[src/rtl/hwp_pkg.sv]
package hwp_pkg;

  typedef enum logic [1:0] {
    FS_IDLE = 2'd0,
    FS_VOLT = 2'd1,
    FS_TIME = 2'd2
  } fetch_state_t;

  typedef enum logic [1:0] {
    SG_EMPTY = 2'd0,
    SG_SETUP = 2'd1,
    SG_RUN   = 2'd2
  } seg_state_t;

  localparam int LVL_W = 9;
  typedef logic signed [LVL_W-1:0] level_t;

  // Map a 7-bit level code to a signed working level.
  function automatic level_t decode_level(input logic [6:0] code, input logic bidir);
    level_t res;
    if (!bidir)
      res = level_t'({2'b00, code});
    else if (code == 7'h40)
      res = level_t'(-63);
    else
      res = level_t'({{2{code[6]}}, code});
    return res;
  endfunction

endpackage

[src/rtl/hwp_fetch.sv]
module hwp_fetch
  import hwp_pkg::*;
#(
  parameter int ADDR_W = 8,
  parameter int LEN_W  = 9
) (
  input  logic              clk,
  input  logic              rst_n,
  input  logic              load_i,
  input  logic [ADDR_W-1:0] base_i,
  input  logic [LEN_W-1:0]  len_i,
  input  logic              take_i,
  output logic              rd_en_o,
  output logic [ADDR_W-1:0] rd_addr_o,
  input  logic [7:0]        rd_data_i,
  output logic              rec_vld_o,
  output logic [7:0]        rec_volt_o,
  output logic [7:0]        rec_time_o,
  output logic              drained_o
);

  localparam logic [LEN_W-1:0] REC_BYTES = LEN_W'(2);

  fetch_state_t      st_q, st_d;
  logic [ADDR_W-1:0] addr_q, addr_d;
  logic [LEN_W-1:0]  left_q, left_d;
  logic [7:0]        vbuf_q, vbuf_d;
  logic [7:0]        volt_q, volt_d;
  logic [7:0]        time_q, time_d;
  logic              vld_q, vld_d;

  always_comb begin
    st_d    = st_q;
    addr_d  = addr_q;
    left_d  = left_q;
    vbuf_d  = vbuf_q;
    volt_d  = volt_q;
    time_d  = time_q;
    vld_d   = vld_q;
    rd_en_o = 1'b0;
    if (take_i) vld_d = 1'b0;
    if (load_i) begin
      st_d   = FS_IDLE;
      addr_d = base_i;
      left_d = len_i;
      vld_d  = 1'b0;
    end else begin
      unique case (st_q)
        FS_IDLE: begin
          if (!vld_q && left_q >= REC_BYTES) begin
            rd_en_o = 1'b1;
            addr_d  = addr_q + 1'b1;
            left_d  = left_q - REC_BYTES;
            st_d    = FS_VOLT;
          end
        end
        FS_VOLT: begin
          vbuf_d  = rd_data_i;
          rd_en_o = 1'b1;
          addr_d  = addr_q + 1'b1;
          st_d    = FS_TIME;
        end
        FS_TIME: begin
          volt_d = vbuf_q;
          time_d = rd_data_i;
          vld_d  = 1'b1;
          st_d   = FS_IDLE;
        end
        default: st_d = FS_IDLE;
      endcase
    end
  end

  always_ff @(posedge clk or negedge rst_n) begin
    if (!rst_n) begin
      st_q   <= FS_IDLE;
      addr_q <= '0;
      left_q <= '0;
      vbuf_q <= '0;
      volt_q <= '0;
      time_q <= '0;
      vld_q  <= 1'b0;
    end else begin
      st_q   <= st_d;
      addr_q <= addr_d;
      left_q <= left_d;
      vbuf_q <= vbuf_d;
      volt_q <= volt_d;
      time_q <= time_d;
      vld_q  <= vld_d;
    end
  end

  assign rd_addr_o  = addr_q;
  assign rec_vld_o  = vld_q;
  assign rec_volt_o = volt_q;
  assign rec_time_o = time_q;
  assign drained_o  = (st_q == FS_IDLE) && !vld_q && (left_q < REC_BYTES);

  // the player consumes a record only when one is buffered
  p_take_needs_record_r1: assert property (@(posedge clk) disable iff (!rst_n)
    take_i |-> vld_q) else $error("record taken while buffer empty");

  // a buffered record stays unchanged until it is consumed
  p_record_held_r1: assert property (@(posedge clk) disable iff (!rst_n)
    (vld_q && !take_i && !load_i) |=> (vld_q && $stable(volt_q) && $stable(time_q)))
    else $error("buffered record lost");

endmodule

[src/rtl/hwp_ramp.sv]
module hwp_ramp
  import hwp_pkg::*;
#(
  parameter int SPAN_W = 8
) (
  input  logic              clk,
  input  logic              rst_n,
  input  logic              load_i,
  input  level_t            from_i,
  input  level_t            to_i,
  input  logic [SPAN_W-1:0] span_i,
  input  logic              step_i,
  output level_t            level_o,
  output logic              settled_o
);

  localparam int DIFF_W = LVL_W + 1;
  localparam int ERR_W  = SPAN_W + 1;

  logic signed [DIFF_W-1:0] diff;
  logic [SPAN_W-1:0]        diff_mag;

  level_t            base_q, base_d;
  logic [SPAN_W-1:0] mag_q, mag_d;
  logic              neg_q, neg_d;
  logic [SPAN_W-1:0] span_q, span_d;
  logic [ERR_W-1:0]  err_q, err_d;
  logic [SPAN_W-1:0] ofs_q, ofs_d;

  assign diff      = DIFF_W'(to_i) - DIFF_W'(from_i);
  assign diff_mag  = diff[DIFF_W-1] ? SPAN_W'(-diff) : SPAN_W'(diff);
  assign settled_o = err_q < {1'b0, span_q};

  // Error term compared against the tick count: one quotient step per cycle.
  always_comb begin
    base_d = base_q;
    mag_d  = mag_q;
    neg_d  = neg_q;
    span_d = span_q;
    err_d  = err_q;
    ofs_d  = ofs_q;
    if (load_i) begin
      base_d = from_i;
      mag_d  = diff_mag;
      neg_d  = diff[DIFF_W-1];
      span_d = span_i;
      err_d  = '0;
      ofs_d  = '0;
    end else if (step_i) begin
      err_d = err_q + {1'b0, mag_q};
    end else if (!settled_o) begin
      err_d = err_q - {1'b0, span_q};
      ofs_d = ofs_q + 1'b1;
    end
  end

  always_ff @(posedge clk or negedge rst_n) begin
    if (!rst_n) begin
      base_q <= '0;
      mag_q  <= '0;
      neg_q  <= 1'b0;
      span_q <= SPAN_W'(1);
      err_q  <= '0;
      ofs_q  <= '0;
    end else begin
      base_q <= base_d;
      mag_q  <= mag_d;
      neg_q  <= neg_d;
      span_q <= span_d;
      err_q  <= err_d;
      ofs_q  <= ofs_d;
    end
  end

  assign level_o = neg_q ? base_q - level_t'({1'b0, ofs_q})
                         : base_q + level_t'({1'b0, ofs_q});

  // the ramp never passes its end level
  p_offset_within_delta_r4: assert property (@(posedge clk) disable iff (!rst_n)
    ofs_q <= mag_q) else $error("ramp overshoot");

  // ticks must not arrive while the interpolator is still settling
  p_step_after_settle_r4: assert property (@(posedge clk) disable iff (!rst_n)
    step_i |-> settled_o) else $error("tick during settle");

endmodule

[src/rtl/haptic_wave_player.sv]
module haptic_wave_player
  import hwp_pkg::*;
#(
  parameter int ADDR_W = 8,
  parameter int LEN_W  = 9
) (
  input  logic              clk,
  input  logic              rst_n,
  input  logic              start_i,
  input  logic [ADDR_W-1:0] start_addr_i,
  input  logic [LEN_W-1:0]  length_i,
  input  logic              bidir_i,
  input  logic              tick_i,
  output logic              ram_rd_en_o,
  output logic [ADDR_W-1:0] ram_addr_o,
  input  logic [7:0]        ram_data_i,
  output logic [7:0]        amp_o,
  output logic              amp_valid_o,
  output logic              busy_o,
  output logic              done_o
);

  localparam int TIME_W = 8;

  // Reset: asserted asynchronously, released on a clock edge.
  logic [1:0] rst_sync_q;
  logic       rst_sn;
  always_ff @(posedge clk or negedge rst_n) begin
    if (!rst_n) rst_sync_q <= 2'b00;
    else        rst_sync_q <= {rst_sync_q[0], 1'b1};
  end
  assign rst_sn = rst_sync_q[1];

  logic              start_go, take, drained;
  logic              rec_vld;
  logic [7:0]        rec_volt;
  logic [TIME_W-1:0] rec_time;
  level_t            rec_lvl;
  logic              rload, rstep, ramp_settled;
  level_t            r_from, r_to, ramp_lvl;
  logic [TIME_W-1:0] r_span;
  logic              seg_end, want_rec;

  seg_state_t        st_q, st_d;
  logic              busy_q, busy_d;
  logic              done_q, done_d;
  logic [TIME_W-1:0] left_q, left_d;
  level_t            from_q, from_d;
  level_t            amp_q, amp_d;

  assign start_go = start_i && !busy_q;

  hwp_fetch #(.ADDR_W(ADDR_W), .LEN_W(LEN_W)) u_fetch (
    .clk        (clk),
    .rst_n      (rst_sn),
    .load_i     (start_go),
    .base_i     (start_addr_i),
    .len_i      (length_i),
    .take_i     (take),
    .rd_en_o    (ram_rd_en_o),
    .rd_addr_o  (ram_addr_o),
    .rd_data_i  (ram_data_i),
    .rec_vld_o  (rec_vld),
    .rec_volt_o (rec_volt),
    .rec_time_o (rec_time),
    .drained_o  (drained)
  );

  hwp_ramp #(.SPAN_W(TIME_W)) u_ramp (
    .clk       (clk),
    .rst_n     (rst_sn),
    .load_i    (rload),
    .from_i    (r_from),
    .to_i      (r_to),
    .span_i    (r_span),
    .step_i    (rstep),
    .level_o   (ramp_lvl),
    .settled_o (ramp_settled)
  );

  assign rec_lvl  = decode_level(rec_volt[6:0], bidir_i);
  assign seg_end  = (st_q == SG_RUN) && tick_i && (left_q == TIME_W'(1));
  assign want_rec = (st_q == SG_EMPTY) || seg_end;

  always_comb begin
    busy_d = busy_q;
    st_d   = st_q;
    left_d = left_q;
    from_d = from_q;
    amp_d  = amp_q;
    done_d = 1'b0;
    take   = 1'b0;
    rload  = 1'b0;
    rstep  = 1'b0;
    r_from = from_q;
    r_to   = from_q;
    r_span = left_q;
    if (start_go) begin
      busy_d = 1'b1;
      st_d   = SG_EMPTY;
      amp_d  = '0;
    end else if (busy_q) begin
      if (want_rec) begin
        if (rec_vld) begin
          take = 1'b1;
          if (rec_time == '0) begin
            st_d = SG_EMPTY;
          end else begin
            from_d = rec_lvl;
            left_d = rec_time;
            amp_d  = rec_lvl;
            if (rec_volt[7]) begin
              st_d = SG_SETUP;
            end else begin
              rload  = 1'b1;
              r_from = rec_lvl;
              r_to   = rec_lvl;
              r_span = rec_time;
              st_d   = SG_RUN;
            end
          end
        end else if (drained) begin
          busy_d = 1'b0;
          done_d = 1'b1;
          amp_d  = '0;
          st_d   = SG_EMPTY;
        end else begin
          st_d = SG_EMPTY;
        end
      end else if (st_q == SG_SETUP) begin
        if (rec_vld) begin
          rload = 1'b1;
          r_to  = rec_lvl;
          st_d  = SG_RUN;
        end else if (drained) begin
          rload = 1'b1;
          st_d  = SG_RUN;
        end
      end else if (st_q == SG_RUN) begin
        if (tick_i) begin
          left_d = left_q - 1'b1;
          rstep  = 1'b1;
        end else if (ramp_settled) begin
          amp_d = ramp_lvl;
        end
      end
    end
  end

  always_ff @(posedge clk or negedge rst_sn) begin
    if (!rst_sn) begin
      st_q   <= SG_EMPTY;
      busy_q <= 1'b0;
      done_q <= 1'b0;
      left_q <= '0;
      from_q <= '0;
      amp_q  <= '0;
    end else begin
      st_q   <= st_d;
      busy_q <= busy_d;
      done_q <= done_d;
      left_q <= left_d;
      from_q <= from_d;
      amp_q  <= amp_d;
    end
  end

  assign amp_o       = amp_q[7:0];
  assign amp_valid_o = busy_q && (st_q != SG_EMPTY);
  assign busy_o      = busy_q;
  assign done_o      = done_q;

  // no level is driven outside a playback
  p_idle_silent_r8: assert property (@(posedge clk) disable iff (!rst_sn)
    !busy_q |-> (amp_q == '0)) else $error("level while idle");

  // done is a single-cycle pulse
  p_done_pulse_r8: assert property (@(posedge clk) disable iff (!rst_sn)
    done_q |=> !done_q) else $error("done longer than one cycle");

  // done comes with the end of busy
  p_done_clears_busy_r8: assert property (@(posedge clk) disable iff (!rst_sn)
    done_q |-> !busy_q) else $error("done while busy");

  // a start during playback does not end or restart it
  p_start_ignored_r9: assert property (@(posedge clk) disable iff (!rst_sn)
    (busy_q && start_i) |=> (busy_q || done_q)) else $error("start disturbed playback");

endmodule

[config.mk]
export PLATFORM = sky130hd
export DESIGN_NAME = haptic_wave_player
export DESIGN_NICKNAME = d
export VERILOG_FILES = /design/src/rtl/hwp_pkg.sv /design/src/rtl/hwp_fetch.sv /design/src/rtl/hwp_ramp.sv /design/src/rtl/haptic_wave_player.sv
export SDC_FILE = /design/constraint.sdc
export NUM_CORES = 1
export LEC_CHECK = 0
export ABC_AREA = 1
export BUFFER_PORTS_ARGS = -buffer_cell sky130_fd_sc_hd__buf_2
export CORE_MARGIN = 1.5
export CORE_UTILIZATION = 50
export CTS_CLUSTER_DIAMETER = 50
export CTS_CLUSTER_SIZE = 25
export DETAILED_ROUTE_END_ITERATION = 16
export PLACE_DENSITY = 0.77
export SLEW_MARGIN = 10
export SYNTH_ARGS = -nofsm -noshare
export SYNTH_HDL_FRONTEND = slang
export SYNTH_SLANG_ARGS = --single-unit
[constraint.sdc]
create_clock -name clk -period 6.9 [get_ports clk]
set_clock_uncertainty 0.1 [all_clocks]
set_input_delay 0.69 -clock clk [delete_from_list [all_inputs] [get_ports clk]]
set_output_delay 0.69 -clock clk [all_outputs]
set_load 0.02 [all_outputs]
==> results.json <==
{
  "syn_area_sq_um": 7795,
  "die_height_um": 127.9,
  "synth_nets": 1159,
  "globalRoute.totalOverflow": 0,
  "area.growth.synth_to_final_pct": 12.22,
  "site_row_count": 45,
  "period_share_pct": 53.98,
  "sort_of_element_at_the_start_of_the_critical_path": "register",
  "start_util_pct": 51.28,
  "yosys.cell_count.top_type": "nand2_1",
  "ys_seq_elements": 116,
  "drt-total-wl_mm": 18.22,
  "maximum_clock_frequency_mhz": 268.5,
  "part_of_the_yosys_area_used_for_sequential_elements_pct": 37.26,
  "tightestPinTransition_ns": 1.181,
  "drt_first_iter_violations": 613,
  "synth_common_cells": "nand2_1 (346), inv_1 (125), dfrtp_1 (115)",
  "placeableCoreArea_sq_um": 15200,
  "drive_gt1_share_pct": 10.45,
  "grt_pass1_wl_mm": 31.66,
  "layout_setup_ws_ns": 3.176,
  "post-cts-setup-buffers": 0,
  "ioPinCount": 50,
  "grtUsageTotal_pct": 24.13,
  "mean_post_synth_cell_area_sq_um": 7.171,
  "vias_in_the_first_global_route": 6856,
  "max_cap_viol_count": 0,
  "path_clk_slew_ns": 0.06,
  "critPathMaxFanout": 26,
  "pre_cts_slack_ns": 3.027,
  "synth_edf_count": 0,
  "ys_types": 50,
  "status": "finished, final reports clean",
  "worst-endpoint-required_ns": 7.12,
  "postLayoutCellArea_sq_um": 8747,
  "setup.worst_path.end_class": "register",
  "setup_repair_after_global_routing_missed_its_margin": "false",
  "final-hold-violation-count": 0,
  "worstRegToRegCells": 24,
  "clockRootBuffer": "clkbuf_16",
  "post_drt_via_cell_ratio": 5.334,
  "fp.dieArea_sq_um": 16350,
  "route.antenna.remaining_nets": 0,
  "gp_routability_congestion": 0.9297,
  "ys_dominant_reg_cell": "dfrtp_1",
  "tritoncts": "done",
  "synthArstFlopShare_pct": 100.0,
  "synthDominantAreaCellType": "dfrtp_1",
  "post_layout_nonfiller_instances": 1336,
  "setup_violations": 0,
  "post_drt_wl_per_cell_um": 13.64,
  "drcViolationCount": 0,
  "clock_tree.htree_level_count": 4,
  "diodes": 0,
  "hold_path.class": "reg2async",
  "finalCriticalPeriod_ns": 3.724,
  "cts-root-to-sink-buffers": 2,
  "cts.sinks": 116,
  "maxSlewViolCount": 0,
  "fin_nets": 1207,
  "antenna_found_initial": 0,
  "grt_start_max_net_pins": 70,
  "dpl.cell_count": 1303,
  "netlist.area_leader.share_pct": 36.92,
  "dr_total_vias": 7126,
  "place_hpwl_mm": 13.59,
  "cts_buffers": 17,
  "total_negative_setup_slack_ns": 0,
  "netlist_top_cells_area": "dfrtp_1 (37%), nand2_1 (17%), ha_1 (6.1%), nand3_1 (6.0%), inv_1 (6.0%)",
  "crit_arrival_ns": 3.94,
  "synthesis.yosys.warnings": 0,
  "dieWidth_um": 127.9,
  "placedInstanceArea_sq_um": 8145,
  "dr.pass1.iters": 5,
  "placement.io_buffers": 49,
  "worstSetupPathType": "reg2reg",
  "max_slew_margin_pct": 21.27,
  "worstSkewPairLatency_ns": 0.44,
  "synthCells": 1087
}
## cells in the final DEF (no fill, tap or decap), types with 25 or more instances in the layout
master   count
nand2_1    346
inv_1      125
dfrtp_1    114
nand3_1     94
nor2_1      91
o21ai_0     60
a21oi_1     58
buf_2       49
ha_1        38
xor2_1      25
## registers in the layout, indices dropped and copies added, names as in the netlist, 2 cells and up
| register | cells |
|---|---|
| amp_q | 8 |
| from_q | 8 |
| left_q | 8 |
| rst_sync_q | 2 |
| st_q | 2 |
| u_fetch.left_q | 9 |
| u_fetch.rd_addr_o | 8 |
| u_fetch.rec_time_o | 8 |
| u_fetch.rec_volt_o | 8 |
| u_fetch.st_q | 2 |
| u_fetch.vbuf_q | 8 |
| u_ramp.base_q | 8 |
| u_ramp.err_q | 9 |
| u_ramp.mag_q | 8 |
| u_ramp.ofs_q | 8 |
| u_ramp.span_q | 8 |
## final timing paths
path | from | to | slack (ns)
min in group clk | rst_sync_q[0] | rst_sync_q[1] | 0.25
setup / recovery | left_q[1] | u_ramp.mag_q[6] | 3.18
hold reg to reg | rst_sync_q[1] | u_fetch.rec_time_o[5] | 0.24
setup reg to reg | left_q[1] | u_ramp.mag_q[6] | 3.18
hold / removal | rst_sync_q[1] | u_fetch.rec_time_o[5] | 0.24
max in group asynchronous | rst_sync_q[1] | u_ramp.ofs_q[1] | 5.16
## critical path: stages, from the launching register on
cell	delay, ns
dfrtp_1	0.41
inv_1	0.11
ha_1	0.15
nand3_1	0.10
nor2_2	0.16
nand2_4	0.09
nand2_4	0.23
nand2_4	0.18
clkinv_2	0.18
nand3_1	0.11
and2_1	0.15
ha_1	0.18
inv_1	0.10
fa_1	0.41
inv_1	0.10
ha_1	0.14
inv_1	0.05
nor2_1	0.10
nand3_1	0.12
nor2_1	0.11
nand2_1	0.07
nand2_1	0.06
nand2_1	0.05
nand3_1	0.07
nand2_1	0.05
## routing by layer
layer / GRT usage [%] / share of wire [%]
met5: 0 / 0
met4: 10.18 / 2.9
met3: 4.925 / 4.4
met2: 39.88 / 47
met1: 30.87 / 45
## repair_timing
| item | CTS | global route |
|---|---|---|
| hold buffers | 1 | 0 |
| resized for setup | 0 | 0 |
| endpoints found under the hold margin | 2 | 0 |
## cell type report
| class | count | area [sq um] |
|---|---|---|
| clock inverter | 14 | 152.6 |
| multi-input combinational | 819 | 4257 |
| clock buffer | 18 | 439.2 |
| inverter | 129 | 485.5 |
| tap | 188 | 235.2 |
| fill | 1425 | 6455 |
| sequential | 116 | 2908 |
| timing repair buffer | 52 | 270.3 |
## per-stage QoR
step	hold WS, ns	utilization, %
2_1_floorplan	0.2312	-
3_3_place_gp	0.2408	53.58
3_5_place_dp	0.2418	53.58
4_1_cts	0.2551	57.54
5_1_grt	0.2564	57.54
6_report	0.2420	57.54
## cells by family (layout without fill, tap and decap cells)
logic type | after synthesis | after routing | synth area share [%]
other cells | 1 | 1 | 0.04811
buf+inv | 152 | 213 | 8.138
simple gates | 582 | 582 | 32.09
fa+ha+maj | 42 | 42 | 7.127
flops | 116 | 116 | 37.26
xor+xnor | 35 | 35 | 3.933
compound gates | 159 | 159 | 11.41
Power is left out: the tool's default activity adds up to more than one toggle a clock period on the data nets, which glitch-free logic cannot reach.
